`src/rtl/ebs_pkg.sv`:
```
package ebs_pkg;
  function automatic int unsigned mod_add(int unsigned a, int unsigned b, int unsigned n);
    int unsigned s;
    s = a + b;
    return (s >= n) ? s - n : s;
  endfunction

  function automatic int unsigned mod_sub(int unsigned a, int unsigned b, int unsigned n);
    return (a >= b) ? a - b : a + n - b;
  endfunction
endpackage

```
`src/rtl/ebs_slot_timer.sv`:
```
module ebs_slot_timer #(
  parameter int unsigned N_PORTS     = 4,
  parameter int unsigned SLOT_CYCLES = 4,
  parameter int unsigned IDX_W       = 2,
  parameter int unsigned CYC_W       = 2
) (
  input  logic             clk_i,
  input  logic             rst_ni,
  output logic             slot_first_o,
  output logic [IDX_W-1:0] offset_o
);
  logic [CYC_W-1:0] cyc_q;
  logic [IDX_W-1:0] off_q;
  logic             slot_last;

  assign slot_last    = (cyc_q == CYC_W'(SLOT_CYCLES - 1));
  assign slot_first_o = (cyc_q == '0);
  assign offset_o     = off_q;

  always_ff @(posedge clk_i or negedge rst_ni) begin
    if (!rst_ni) begin
      cyc_q <= '0;
      off_q <= '0;
    end else if (slot_last) begin
      cyc_q <= '0;
      off_q <= (off_q == IDX_W'(N_PORTS - 1)) ? '0 : off_q + 1'b1;
    end else begin
      cyc_q <= cyc_q + 1'b1;
    end
  end
endmodule

```
`src/rtl/ebs_perm_map.sv`:
```
module ebs_perm_map
  import ebs_pkg::*;
#(
  parameter int unsigned N_PORTS = 4,
  parameter int unsigned IDX_W   = 2
) (
  input  logic [IDX_W-1:0]         offset_i,
  output logic [N_PORTS*IDX_W-1:0] dst_src_o,
  output logic [N_PORTS*IDX_W-1:0] src_dst_o
);
  for (genvar g = 0; g < N_PORTS; g++) begin : g_map
    assign dst_src_o[g*IDX_W +: IDX_W] = IDX_W'(mod_sub(g, 32'(offset_i), N_PORTS));
    assign src_dst_o[g*IDX_W +: IDX_W] = IDX_W'(mod_add(g, 32'(offset_i), N_PORTS));
  end
endmodule

```
`src/rtl/ebs_grant_xbar.sv`:
```
module ebs_grant_xbar #(
  parameter int unsigned N_PORTS = 4,
  parameter int unsigned IDX_W   = 2,
  parameter int unsigned DATA_W  = 16
) (
  input  logic                         clk_i,
  input  logic                         rst_ni,
  input  logic                         slot_first_i,
  input  logic [N_PORTS*N_PORTS-1:0]   frag_avail_i,
  input  logic [N_PORTS-1:0]           dst_ready_i,
  input  logic [N_PORTS*IDX_W-1:0]     src_dst_i,
  input  logic [N_PORTS*IDX_W-1:0]     dst_src_i,
  input  logic [N_PORTS*DATA_W-1:0]    src_data_i,
  output logic [N_PORTS-1:0]           grant_o,
  output logic [N_PORTS*DATA_W-1:0]    dst_data_o,
  output logic [N_PORTS-1:0]           dst_valid_o
);
  logic [N_PORTS-1:0] hold_q;
  logic [N_PORTS-1:0] live;
  logic [DATA_W-1:0]  words [N_PORTS];

  for (genvar g = 0; g < N_PORTS; g++) begin : g_src
    logic [N_PORTS-1:0] row;
    logic [IDX_W-1:0]   dst;
    assign row        = frag_avail_i[g*N_PORTS +: N_PORTS];
    assign dst        = src_dst_i[g*IDX_W +: IDX_W];
    assign grant_o[g] = slot_first_i & row[dst] & dst_ready_i[dst];
    assign live[g]    = slot_first_i ? grant_o[g] : hold_q[g];
    assign words[g]   = src_data_i[g*DATA_W +: DATA_W];
  end

  // grant taken at slot start stays valid for the rest of the slot
  always_ff @(posedge clk_i or negedge rst_ni) begin
    if (!rst_ni)           hold_q <= '0;
    else if (slot_first_i) hold_q <= grant_o;
  end

  for (genvar g = 0; g < N_PORTS; g++) begin : g_dst
    logic [IDX_W-1:0] src;
    assign src                          = dst_src_i[g*IDX_W +: IDX_W];
    assign dst_valid_o[g]               = live[src];
    assign dst_data_o[g*DATA_W +: DATA_W] = words[src];
  end
endmodule

```
`src/rtl/bshift_evb_sched.sv`:
```
module bshift_evb_sched #(
  parameter int unsigned N_PORTS     = 4,
  parameter int unsigned SLOT_CYCLES = 4,
  parameter int unsigned DATA_W      = 16,
  localparam int unsigned IDX_W      = (N_PORTS > 1) ? $clog2(N_PORTS) : 1,
  localparam int unsigned CYC_W      = (SLOT_CYCLES > 1) ? $clog2(SLOT_CYCLES) : 1
) (
  input  logic                       clk_i,
  input  logic                       rst_ni,
  input  logic [N_PORTS*N_PORTS-1:0] frag_avail_i,
  input  logic [N_PORTS-1:0]         dst_ready_i,
  input  logic [N_PORTS*DATA_W-1:0]  src_data_i,
  output logic [N_PORTS-1:0]         grant_o,
  output logic [N_PORTS*IDX_W-1:0]   xbar_sel_o,
  output logic [IDX_W-1:0]           slot_offset_o,
  output logic [N_PORTS*DATA_W-1:0]  dst_data_o,
  output logic [N_PORTS-1:0]         dst_valid_o
);
  logic                     slot_first;
  logic [N_PORTS*IDX_W-1:0] src_dst;

  ebs_slot_timer #(
    .N_PORTS(N_PORTS), .SLOT_CYCLES(SLOT_CYCLES), .IDX_W(IDX_W), .CYC_W(CYC_W)
  ) u_timer (
    .clk_i(clk_i), .rst_ni(rst_ni), .slot_first_o(slot_first), .offset_o(slot_offset_o)
  );

  ebs_perm_map #(.N_PORTS(N_PORTS), .IDX_W(IDX_W)) u_map (
    .offset_i(slot_offset_o), .dst_src_o(xbar_sel_o), .src_dst_o(src_dst)
  );

  ebs_grant_xbar #(.N_PORTS(N_PORTS), .IDX_W(IDX_W), .DATA_W(DATA_W)) u_xbar (
    .clk_i(clk_i), .rst_ni(rst_ni), .slot_first_i(slot_first),
    .frag_avail_i(frag_avail_i), .dst_ready_i(dst_ready_i),
    .src_dst_i(src_dst), .dst_src_i(xbar_sel_o), .src_data_i(src_data_i),
    .grant_o(grant_o), .dst_data_o(dst_data_o), .dst_valid_o(dst_valid_o)
  );
endmodule

```
`config.mk`:
```
export PLATFORM = sky130hd
export DESIGN_NAME = bshift_evb_sched
export DESIGN_NICKNAME = d
export VERILOG_FILES = /design/src/rtl/ebs_pkg.sv /design/src/rtl/ebs_slot_timer.sv /design/src/rtl/ebs_perm_map.sv /design/src/rtl/ebs_grant_xbar.sv /design/src/rtl/bshift_evb_sched.sv
export SDC_FILE = /design/constraint.sdc
export NUM_CORES = 1
export LEC_CHECK = 0
export BUFFER_PORTS_ARGS = -buffer_cell sky130_fd_sc_hd__buf_4
export CAP_MARGIN = 20
export CELL_PAD_IN_SITES_DETAIL_PLACEMENT = 1
export CELL_PAD_IN_SITES_GLOBAL_PLACEMENT = 2
export CORE_ASPECT_RATIO = 1.75
export CORE_MARGIN = 5
export CORE_UTILIZATION = 22
export DETAILED_ROUTE_END_ITERATION = 12
export PLACE_DENSITY_LB_ADDON = 0.1
export SLEW_MARGIN = 40
export SYNTH_ARGS = -nofsm -noshare
export SYNTH_HDL_FRONTEND = slang
export SYNTH_SLANG_ARGS = --single-unit
```
`constraint.sdc`:
```
create_clock -name clk_i -period 2.15 [get_ports clk_i]
set_input_delay 0.43 -clock clk_i [delete_from_list [all_inputs] [get_ports clk_i]]
set_output_delay 0.43 -clock clk_i [all_outputs]
set_load 0.005 [all_outputs]
```
==> impl_table.tex, run 1 <==
\begin{tabular}{lr}
\hline
Metric & Value \\
\hline
\multicolumn{2}{l}{\textbf{Outcome}} \\
\quad Status & finished, violations left \\
\quad Failing checks & negative setup slack \\
\multicolumn{2}{l}{\textbf{Pwr}} \\
\quad NetSw & 0.000225 W \\
\quad Largest vdd supply drop & 0.000347 V \\
\quad Areal power density over the cells & 215 nW/um\^{}2 \\
\quad PnR Total Power & 0.000907 W \\
\quad Switching portion of total power & 24.8\% \\
\quad Internal Power & 0.000683 W \\
\quad Static leakage power & 1.73 nW \\
\quad Sequential group share of total power & 17.2\% \\
\quad Gate power share & 47.5\% \\
\quad Share of power burned in the clock network & 35.2\% \\
\multicolumn{2}{l}{\textbf{Global route}} \\
\quad Number of antenna violations at the first check in global routing & 0 \\
\quad Maximum number of pins on one net before global-route repair & 35 \\
\quad GR Overflow Total & 0 \\
\quad Most used routing layer & met2 \\
\quad Vias in the first global route & 2,578 \\
\quad Global-route total usage across every layer & 15.7\% \\
\quad Wire length of the first global-routing pass & 14.8 mm \\
\quad Met2 GRT Util & 32.0\% \\
\quad Routing usage on met1 & 15.5\% \\
\quad Met3 usage in global routing & 3.48\% \\
\multicolumn{2}{l}{\textbf{Finish}} \\
\quad Ant. Diodes & 0 \\
\quad Nets@finish & 418 \\
\quad Core Util, Final & 43.2\% \\
\quad Fraction of layout instances using a drive strength above 1 & 87.8\% \\
\quad Area growth from synthesis to final layout & 93.1\% \\
\multicolumn{2}{l}{\textbf{Worst hold path}} \\
\quad Worst min-delay path class & in -> async \\
\multicolumn{2}{l}{\textbf{Flow run}} \\
\quad Max-Cap Viols & 0 \\
\multicolumn{2}{l}{\textbf{STA}} \\
\quad Setup Total Neg Slack & -13,850 ps \\
\quad Setup clock skew after layout & 4.21 ps \\
\quad Highest clock rate & 404 MHz \\
\quad Final hold slack & 9.63 ps \\
\quad Normalized max-slew margin & 76.6\% \\
\quad Time the worst path needs with I/O delays and setup & 2480 ps \\
\quad Transition time at the pin with the least slew margin & 350 ps \\
\quad Count of final setup violators & 69 \\
\quad Final critical-path share of the clock period & 115\% \\
\quad Pins over their slew limit & 0 \\
\quad RSZ-0062 raised after global routing & true \\
\quad Endpoints failing hold & 0 \\
\quad PnR worst setup slack & -327 ps \\
\multicolumn{2}{l}{\textbf{Floorplanning}} \\
\quad Initial standard-cell utilization of the core & 22.4\% \\
\quad Core region area & 9790 sq um \\
\quad Die width & 85.4 um \\
\quad Die Y-Extent & 142 um \\
\quad Top Ports & 168 \\
\quad Number of standard-cell rows in the floorplan & 48 \\
\quad Overall die area & 12,100 sq um \\
\multicolumn{2}{l}{\textbf{Place}} \\
\quad Dpl ws & -130 ps \\
\quad IO Port Bufs & 167 \\
\quad Placed wire-length estimate after detailed placement & 7.56 mm \\
\quad Final estimated routing congestion in global placement & 0.828 \\
\multicolumn{2}{l}{\textbf{Clock tree}} \\
\quad H-tree depth & 1 \\
\quad Clock insertion delay at the later pin of the skew report & 230 ps \\
\quad Clock tree root buffer cell & sky130\_fd\_sc\_hd\_\_clkbuf\_16 \\
\quad Clock sink count & 8 \\
\quad Clock slew at reported path FFs & 40 ps \\
\quad Clock tree from TritonCTS & yes \\
\quad Longest Clk Path Bufs & 2 \\
\quad Total CTS buffers & 3 \\
\multicolumn{2}{l}{\textbf{Yosys}} \\
\quad List of most frequent post-synthesis cells & 70 x sky130\_fd\_sc\_hd\_\_mux4\_2, 17 x sky130\_fd\_sc\_hd\_\_nand2\_1, 13 x sky130\_fd\_sc\_hd\_\_buf\_2, 9 x sky130\_fd\_sc\_hd\_\_inv\_1, 8 x sky130\_fd\_sc\_hd\_\_dfrtp\_1 \\
\quad Synthesized netlist cell count & 143 \\
\quad Cell type with the highest aggregate area in the netlist & sky130\_fd\_sc\_hd\_\_mux4\_2 \\
\quad Top cells by area, synth & sky130\_fd\_sc\_hd\_\_mux4\_2 72\%, sky130\_fd\_sc\_hd\_\_dfrtp\_1 9.1\%, sky130\_fd\_sc\_hd\_\_buf\_2 3.0\% \\
\quad Total of warnings raised by yosys & 0 \\
\quad Register area share after synthesis & 9.14\% \\
\quad Share of the synthesized area in the top cell type & 72.0\% \\
\quad Library cell with the highest instance count after synthesis & sky130\_fd\_sc\_hd\_\_mux4\_2 \\
\quad Share of flip-flops with an asynchronous set or reset & 100\% \\
\quad Number of synthesized flops with an enable pin & 0 \\
\quad Syn\_nets & 232 \\
\quad Top FF cell, synth & sky130\_fd\_sc\_hd\_\_dfrtp\_1 \\
\quad \#FFs+latches synth & 8 \\
\quad Count of different cell masters after synthesis & 15 \\
\quad Synth Cell Area & 2190 sq um \\
\quad Mean area per synthesized cell & 15.3 sq um \\
\multicolumn{2}{l}{\textbf{Setup path}} \\
\quad Type of the worst setup path & reg -> out \\
\quad CP Capture Type & output port \\
\quad Critical Path Start Type & register \\
\quad CP Max Fanout & 5 \\
\quad Crit path required time & 1720 ps \\
\quad Arrival time reported for the critical path endpoint & 2050 ps \\
\multicolumn{2}{l}{\textbf{Route}} \\
\quad Vias & 2,264 \\
\quad Average wire per cell in the routed design & 21.6 um \\
\quad DRC violation total after the first TritonRoute iteration & 62 \\
\quad Total DRC errors in the routed layout & 0 \\
\quad Number of search-and-repair iterations in the first detailed-routing pass & 4 \\
\quad Post-route antenna net violation count & 0 \\
\quad Sum of routed wire length over all layers & 9.80 mm \\
\quad Via density & 5.00 \\
\hline
\end{tabular}
[critical path, stage by stage, from the launching register on]
cell and delay [ps]:
sky130_fd_sc_hd__dfrtp_4 510, sky130_fd_sc_hd__ha_4 290, sky130_fd_sc_hd__inv_4 40, sky130_fd_sc_hd__mux4_2 250
sky130_fd_sc_hd__mux2i_4 90, sky130_fd_sc_hd__mux4_2 490, sky130_fd_sc_hd__buf_6 140
[kinds of logic after synthesis]
family / count (synthesis) / synth area share, %
mux: 76 / 76.9
buf+inv: 31 / 7.31
simple gates: 23 / 4.46
flops: 8 / 9.14
fa+ha+maj: 3 / 1.71
compound gates: 2 / 0.457
[state kept, by name, summed over array words and instances (netlist names)]
name              cells
u_timer.cyc_q         2
u_timer.offset_o      2
u_xbar.hold_q         4
[layout by cell type (no fill, tap or decap), types with 3 or more instances in the layout]
cell | synthesis | layout
sky130_fd_sc_hd__nand2_1 | 17 | 17
sky130_fd_sc_hd__buf_16 | 0 | 3
sky130_fd_sc_hd__bufbuf_16 | 0 | 7
sky130_fd_sc_hd__inv_1 | 9 | 8
sky130_fd_sc_hd__dfrtp_1 | 8 | 6
sky130_fd_sc_hd__buf_4 | 6 | 176
sky130_fd_sc_hd__mux4_2 | 70 | 72
sky130_fd_sc_hd__mux2i_4 | 0 | 4
sky130_fd_sc_hd__buf_6 | 0 | 9
sky130_fd_sc_hd__buf_12 | 0 | 6
sky130_fd_sc_hd__clkbuf_16 | 0 | 3
[per-stage QoR]
stage	cell area, sq um	std cells
after floorplan	2210	143
after detailed placement	3670	432
final	4230	453
after CTS	4220	452
after global placement	3670	432
after global routing	4230	453
[final timing paths]
path	start	endpoint	slack [ps]	cells after the start
worst max-delay path	u_timer.offset_o[0]$_DFFE_PN0P_	dst_valid_o[2]	-330	6
worst min-delay path	rst_ni	u_timer.offset_o[0]$_DFFE_PN0P_	10	1
worst max register to register	u_timer.offset_o[0]$_DFFE_PN0P_	u_xbar.hold_q[2]$_DFFE_PN0N_	670	3
worst min register to register	u_timer.cyc_q[0]$_DFF_PN0_	u_timer.cyc_q[0]$_DFF_PN0_	520	2
max in group asynchronous	rst_ni	u_timer.offset_o[0]$_DFFE_PN0P_	1990	1
min in group clk_i	u_timer.cyc_q[0]$_DFF_PN0_	u_timer.cyc_q[0]$_DFF_PN0_	520	2
[power groups by stage]
stage                     registers [W]  logic (W)  clock network, W
final                          0.000156   0.000431          0.000320
after global routing           0.000157   0.000464          0.000333
after CTS                      0.000156   0.000436          0.000329
after detailed placement       0.000158   0.000424                 0
after global placement         0.000158   0.000420                 0
after floorplan                0.000158   0.000132                 0
[per-layer routing]
metal | vias up | part of all wire, %
met2 | 104 | 60
met4 | 0 | 2.5
met5 | - | 0
li1 | 998 | -
met3 | 15 | 7.1
met1 | 1147 | 31
[layout make-up]
type                            instances  area, sq um
Fill cell                            1049         5560
Multi-Input combinational cell        104         1870
Timing Repair Buffer                  202         1870
Sequential cell                         8          205
Tap cell                              125          156
Clock buffer                            4         78.8
Inverter                               10         45.0
[what timing repair did]
action	in CTS	in global routing
endpoints found under the hold margin	0	0
resized for setup	27	2
setup endpoints to repair	68	71
pin swaps	1	1
hold buffers	0	0
gates cloned	9	0
setup buffers	7	1
Power figures use the tool's default switching activity.
==> inputs of run 2 (changes only) <==
- clock period: 2.15 -> 2 ns (I/O delays scaled with it)
==> run 2 against run 1 <==
Effect of this change: the run still ends with negative setup slack left; first-iteration DRC count grew 1.6%; critical path depth did not move; clock power increased by 11%; worst hold slack improved by 450 ps; clock skew fell by 2.5 ps; count of clock-buffer cells in the layout is the same; cell count is 3.8% higher; sequential share of layout area down 0.25 points; non-clock buffer count is 17 higher; critical path type unchanged; critical endpoint is now dst_valid_o[1]; largest cell class is now buffers; largest power group unchanged; highest routed layer unchanged.
==> impl_table.tex, run 2 (synthesized netlist as in run 1, its figures left out) <==
\begin{tabular}{lr}
\hline
Metric & Value \\
\hline
\multicolumn{2}{l}{\textbf{Clock tree}} \\
\quad H-tree depth & 1 (unchanged) \\
\quad Clock slew at reported path FFs & 40 ps (about the same) \\
\quad Total CTS buffers & 3 (unchanged) \\
\quad Clock tree from TritonCTS & yes (unchanged) \\
\quad Clock sink count & 8 (unchanged) \\
\quad Clock insertion delay at the later pin of the skew report & 240 ps (was 230 ps) \\
\quad Longest Clk Path Bufs & 2 (unchanged) \\
\quad Clock tree root buffer cell & sky130\_fd\_sc\_hd\_\_clkbuf\_16 (unchanged) \\
\multicolumn{2}{l}{\textbf{Pwr}} \\
\quad Sequential group share of total power & 16.5\% (was 17.2\%) \\
\quad NetSw & 0.000260 W (was 0.000225 W) \\
\quad Gate power share & 48.6\% (was 47.5\%) \\
\quad Switching portion of total power & 25.6\% (was 24.8\%) \\
\quad Areal power density over the cells & 228 nW/um\^{}2 (was 215 nW/um\^{}2) \\
\quad Share of power burned in the clock network & 34.9\% (was 35.2\%) \\
\quad Static leakage power & 1.84 nW (was 1.73 nW) \\
\quad Internal Power & 0.000756 W (was 0.000683 W) \\
\quad Largest vdd supply drop & 0.000408 V (was 0.000347 V) \\
\multicolumn{2}{l}{\textbf{Floorplanning}} \\
\quad Top Ports & 168 (unchanged) \\
\quad Number of standard-cell rows in the floorplan & 48 (unchanged) \\
\quad Core region area & 9790 sq um (unchanged) \\
\quad Initial standard-cell utilization of the core & 22.4\% (unchanged) \\
\quad Overall die area & 12,100 sq um (unchanged) \\
\quad Die width & 85.4 um (unchanged) \\
\quad Die Y-Extent & 142 um (unchanged) \\
\multicolumn{2}{l}{\textbf{Place}} \\
\quad IO Port Bufs & 167 (unchanged) \\
\quad Placed insts & 433 (was 432) \\
\quad Final estimated routing congestion in global placement & 0.798 (was 0.828) \\
\quad Post-detailed-placement cell area & 3650 sq um (was 3670 sq um) \\
\quad Placed wire-length estimate after detailed placement & 7.68 mm (was 7.56 mm) \\
\multicolumn{2}{l}{\textbf{STA}} \\
\quad Pins over their slew limit & 0 (unchanged) \\
\quad Endpoints failing hold & 0 (unchanged) \\
\quad RSZ-0062 raised after global routing & true (unchanged) \\
\quad Transition time at the pin with the least slew margin & 241 ps (was 350 ps) \\
\quad Count of final setup violators & 76 (was 69) \\
\quad PnR worst setup slack & -464 ps (was -327 ps) \\
\quad Time the worst path needs with I/O delays and setup & 2460 ps \\
\quad Normalized max-slew margin & 83.9\% (was 76.6\%) \\
\quad Highest clock rate & 406 MHz \\
\quad Final critical-path share of the clock period & 123\% \\
\quad Setup clock skew after layout & 1.72 ps (was 4.21 ps) \\
\multicolumn{2}{l}{\textbf{Route}} \\
\quad DRC violation total after the first TritonRoute iteration & 63 (was 62) \\
\quad Average wire per cell in the routed design & 21.9 um (was 21.6 um) \\
\quad Post-route antenna net violation count & 0 (unchanged) \\
\quad Total DRC errors in the routed layout & 0 (unchanged) \\
\quad Via density & 5.03 (was 5.00) \\
\quad Sum of routed wire length over all layers & 10.3 mm (was 9.80 mm) \\
\quad Vias & 2,366 (was 2,264) \\
\quad Number of search-and-repair iterations in the first detailed-routing pass & 4 (unchanged) \\
\multicolumn{2}{l}{\textbf{Setup path}} \\
\quad Type of the worst setup path & reg -> out (unchanged) \\
\quad Cell depth of the worst flop-to-flop path & 4 (was 3) \\
\quad Slowest cell delay on critical path & 510 ps (about the same) \\
\quad CP Max Fanout & 5 (unchanged) \\
\quad Critical Path Slowest Stage Cell & sky130\_fd\_sc\_hd\_\_dfrtp\_4 (unchanged) \\
\quad CP Capture Type & output port (unchanged) \\
\quad Crit path required time & 1600 ps (was 1720 ps) \\
\quad Startpoint of the lowest-slack register-to-register path & u\_timer.offset\_o[0]\$\_DFFE\_PN0P\_ (unchanged) \\
\quad Arrival time reported for the critical path endpoint & 2060 ps (was 2050 ps) \\
\quad Reg-to-reg setup timing slack & 390 ps (was 670 ps) \\
\quad Worst reg2reg path endpoint & u\_xbar.hold\_q[2]\$\_DFFE\_PN0N\_ (unchanged) \\
\quad Most used cell along the critical path & sky130\_fd\_sc\_hd\_\_mux4\_2 (unchanged) \\
\quad Cells along the critical path & ha\_4, inv\_4, mux4\_2, mux2i\_4, mux4\_2, buf\_6 (unchanged) \\
\quad Critical Path Start Type & register (unchanged) \\
\multicolumn{2}{l}{\textbf{Finish}} \\
\quad Most common cell after layout, fill and taps aside & sky130\_fd\_sc\_hd\_\_buf\_4 (unchanged) \\
\quad Nets@finish & 435 (was 418) \\
\quad Number of flip-flops in the largest register & 4 (unchanged) \\
\quad Ant. Diodes & 0 (unchanged) \\
\quad Fill cells & 1,036 (was 1,049) \\
\quad Area growth from synthesis to final layout & 104\% (was 93.1\%) \\
\quad Reg with most FFs & u\_xbar.hold\_q (unchanged) \\
\quad Highest-count cells in the layout ignoring fill and taps & 165 x sky130\_fd\_sc\_hd\_\_buf\_4, 72 x sky130\_fd\_sc\_hd\_\_mux4\_2, 33 x sky130\_fd\_sc\_hd\_\_buf\_6 (was 176 x sky130\_fd\_sc\_hd\_\_buf\_4, 72 x sky130\_fd\_sc\_hd\_\_mux4\_2, 17 x sky130\_fd\_sc\_hd\_\_nand2\_1) \\
\quad Total non-filler cell area in the finished layout & 4460 sq um (was 4230 sq um) \\
\quad Fraction of layout instances using a drive strength above 1 & 88.1\% (was 87.8\%) \\
\quad Layout Cells excl Fill & 470 (was 453) \\
\multicolumn{2}{l}{\textbf{Global route}} \\
\quad Wire length of the first global-routing pass & 15.3 mm (was 14.8 mm) \\
\quad GR Overflow Total & 0 (unchanged) \\
\quad Number of antenna violations at the first check in global routing & 0 (unchanged) \\
\quad Global-route total usage across every layer & 16.2\% (was 15.7\%) \\
\quad Vias in the first global route & 2,610 (was 2,578) \\
\quad Maximum number of pins on one net before global-route repair & 24 (was 35) \\
\multicolumn{2}{l}{\textbf{Worst hold path}} \\
\quad Worst min-delay path class & reg -> reg (was in -> async) \\
\quad Worst hold path endpoint & u\_timer.cyc\_q[0]\$\_DFF\_PN0\_ \\
\quad Hold Path Depth & 1 \\
\quad Min-Delay Startpoint & u\_timer.cyc\_q[0]\$\_DFF\_PN0\_ \\
\multicolumn{2}{l}{\textbf{Outcome}} \\
\quad Status & finished, violations left (unchanged) \\
\quad Failing checks & negative setup slack (unchanged) \\
\multicolumn{2}{l}{\textbf{Flow run}} \\
\quad Max-Cap Viols & 0 (unchanged) \\
\hline
\end{tabular}
[run 2: cell types whose count changed in the layout (fill, tap and decap cells not counted), sizes merged]
cell	before	now
bufbuf	7	3
dlygate4sd3	0	1
buf	195	215
[run 2: what timing repair did]
item,CTS,global route
hold buffers,1,0
setup buffers,12,13
cloned,8,0
pin swaps,1,0
hold endpoints to repair,8,0
gates resized for setup,40,22
endpoints found under the setup margin,73,76
[run 2: worst max path at each step]
stage / to / slack [ps] / from
after floorplan: dst_valid_o[0] / -80 / u_timer.offset_o[0]$_DFFE_PN0P_
after global placement: dst_valid_o[3] / -260 / u_timer.offset_o[0]$_DFFE_PN0P_
after detailed placement: dst_valid_o[2] / -280 / u_timer.offset_o[0]$_DFFE_PN0P_
after CTS: dst_valid_o[0] / -460 / u_timer.offset_o[0]$_DFFE_PN0P_
after global routing: dst_valid_o[1] / -530 / u_timer.offset_o[0]$_DFFE_PN0P_
final: dst_valid_o[1] / -460 / u_timer.offset_o[0]$_DFFE_PN0P_
[run 2: routing by layer]
| metal | vias up | share of wire [%] | GRT usage [%] |
|---|---|---|---|
| li1 | 1034 | - | - |
| met5 | - | 0 | 0 |
| met2 | 118 | 57 | 30.6 |
| met3 | 9 | 8.2 | 3.88 |
| met1 | 1205 | 34 | 18.3 |
| met4 | 0 | 1.3 | 3.25 |
[run 2: power groups by stage]
stage          registers, W  clock network (W)  logic, W
2_1_floorplan      0.000170                  0  0.000142
3_3_place_gp       0.000170                  0  0.000457
3_5_place_dp       0.000170                  0  0.000462
4_1_cts            0.000168           0.000366  0.000484
5_1_grt            0.000168           0.000377  0.000528
6_report           0.000168           0.000354  0.000493
[run 2: layout make-up]
cell class                      instances  area (sq um)  share of cell area, %
Clock buffer                            4          78.8                   1.77
Inverter                               10          47.5                   1.07
Multi-Input combinational cell        104          1870                   42.0
Sequential cell                         8           205                   4.60
Tap cell                              125           156                   3.51
Timing Repair Buffer                  219          2100                   47.0
[run 2: per-stage QoR]
step                      setup slack, ps  TNS (ps)  power [W]  hold slack [ps]  utilization [%]
after floorplan                     -81.7      -408   0.000312              104                -
after global placement               -256     -4780   0.000627              228             37.3
after detailed placement             -284     -5470   0.000633              228             37.3
after CTS                            -462    -22680    0.00102              472             43.6
after global routing                 -526    -26130    0.00107              492             45.6
final                                -464    -22040    0.00102              462             45.6
[run 2: worst max-delay path, delay by kind of cell (launching register included)]
family / cells / cell delay, ps
DFF: 1 / 510
adders and majority gates: 1 / 300
buffers and inverters: 2 / 170
muxes: 3 / 840
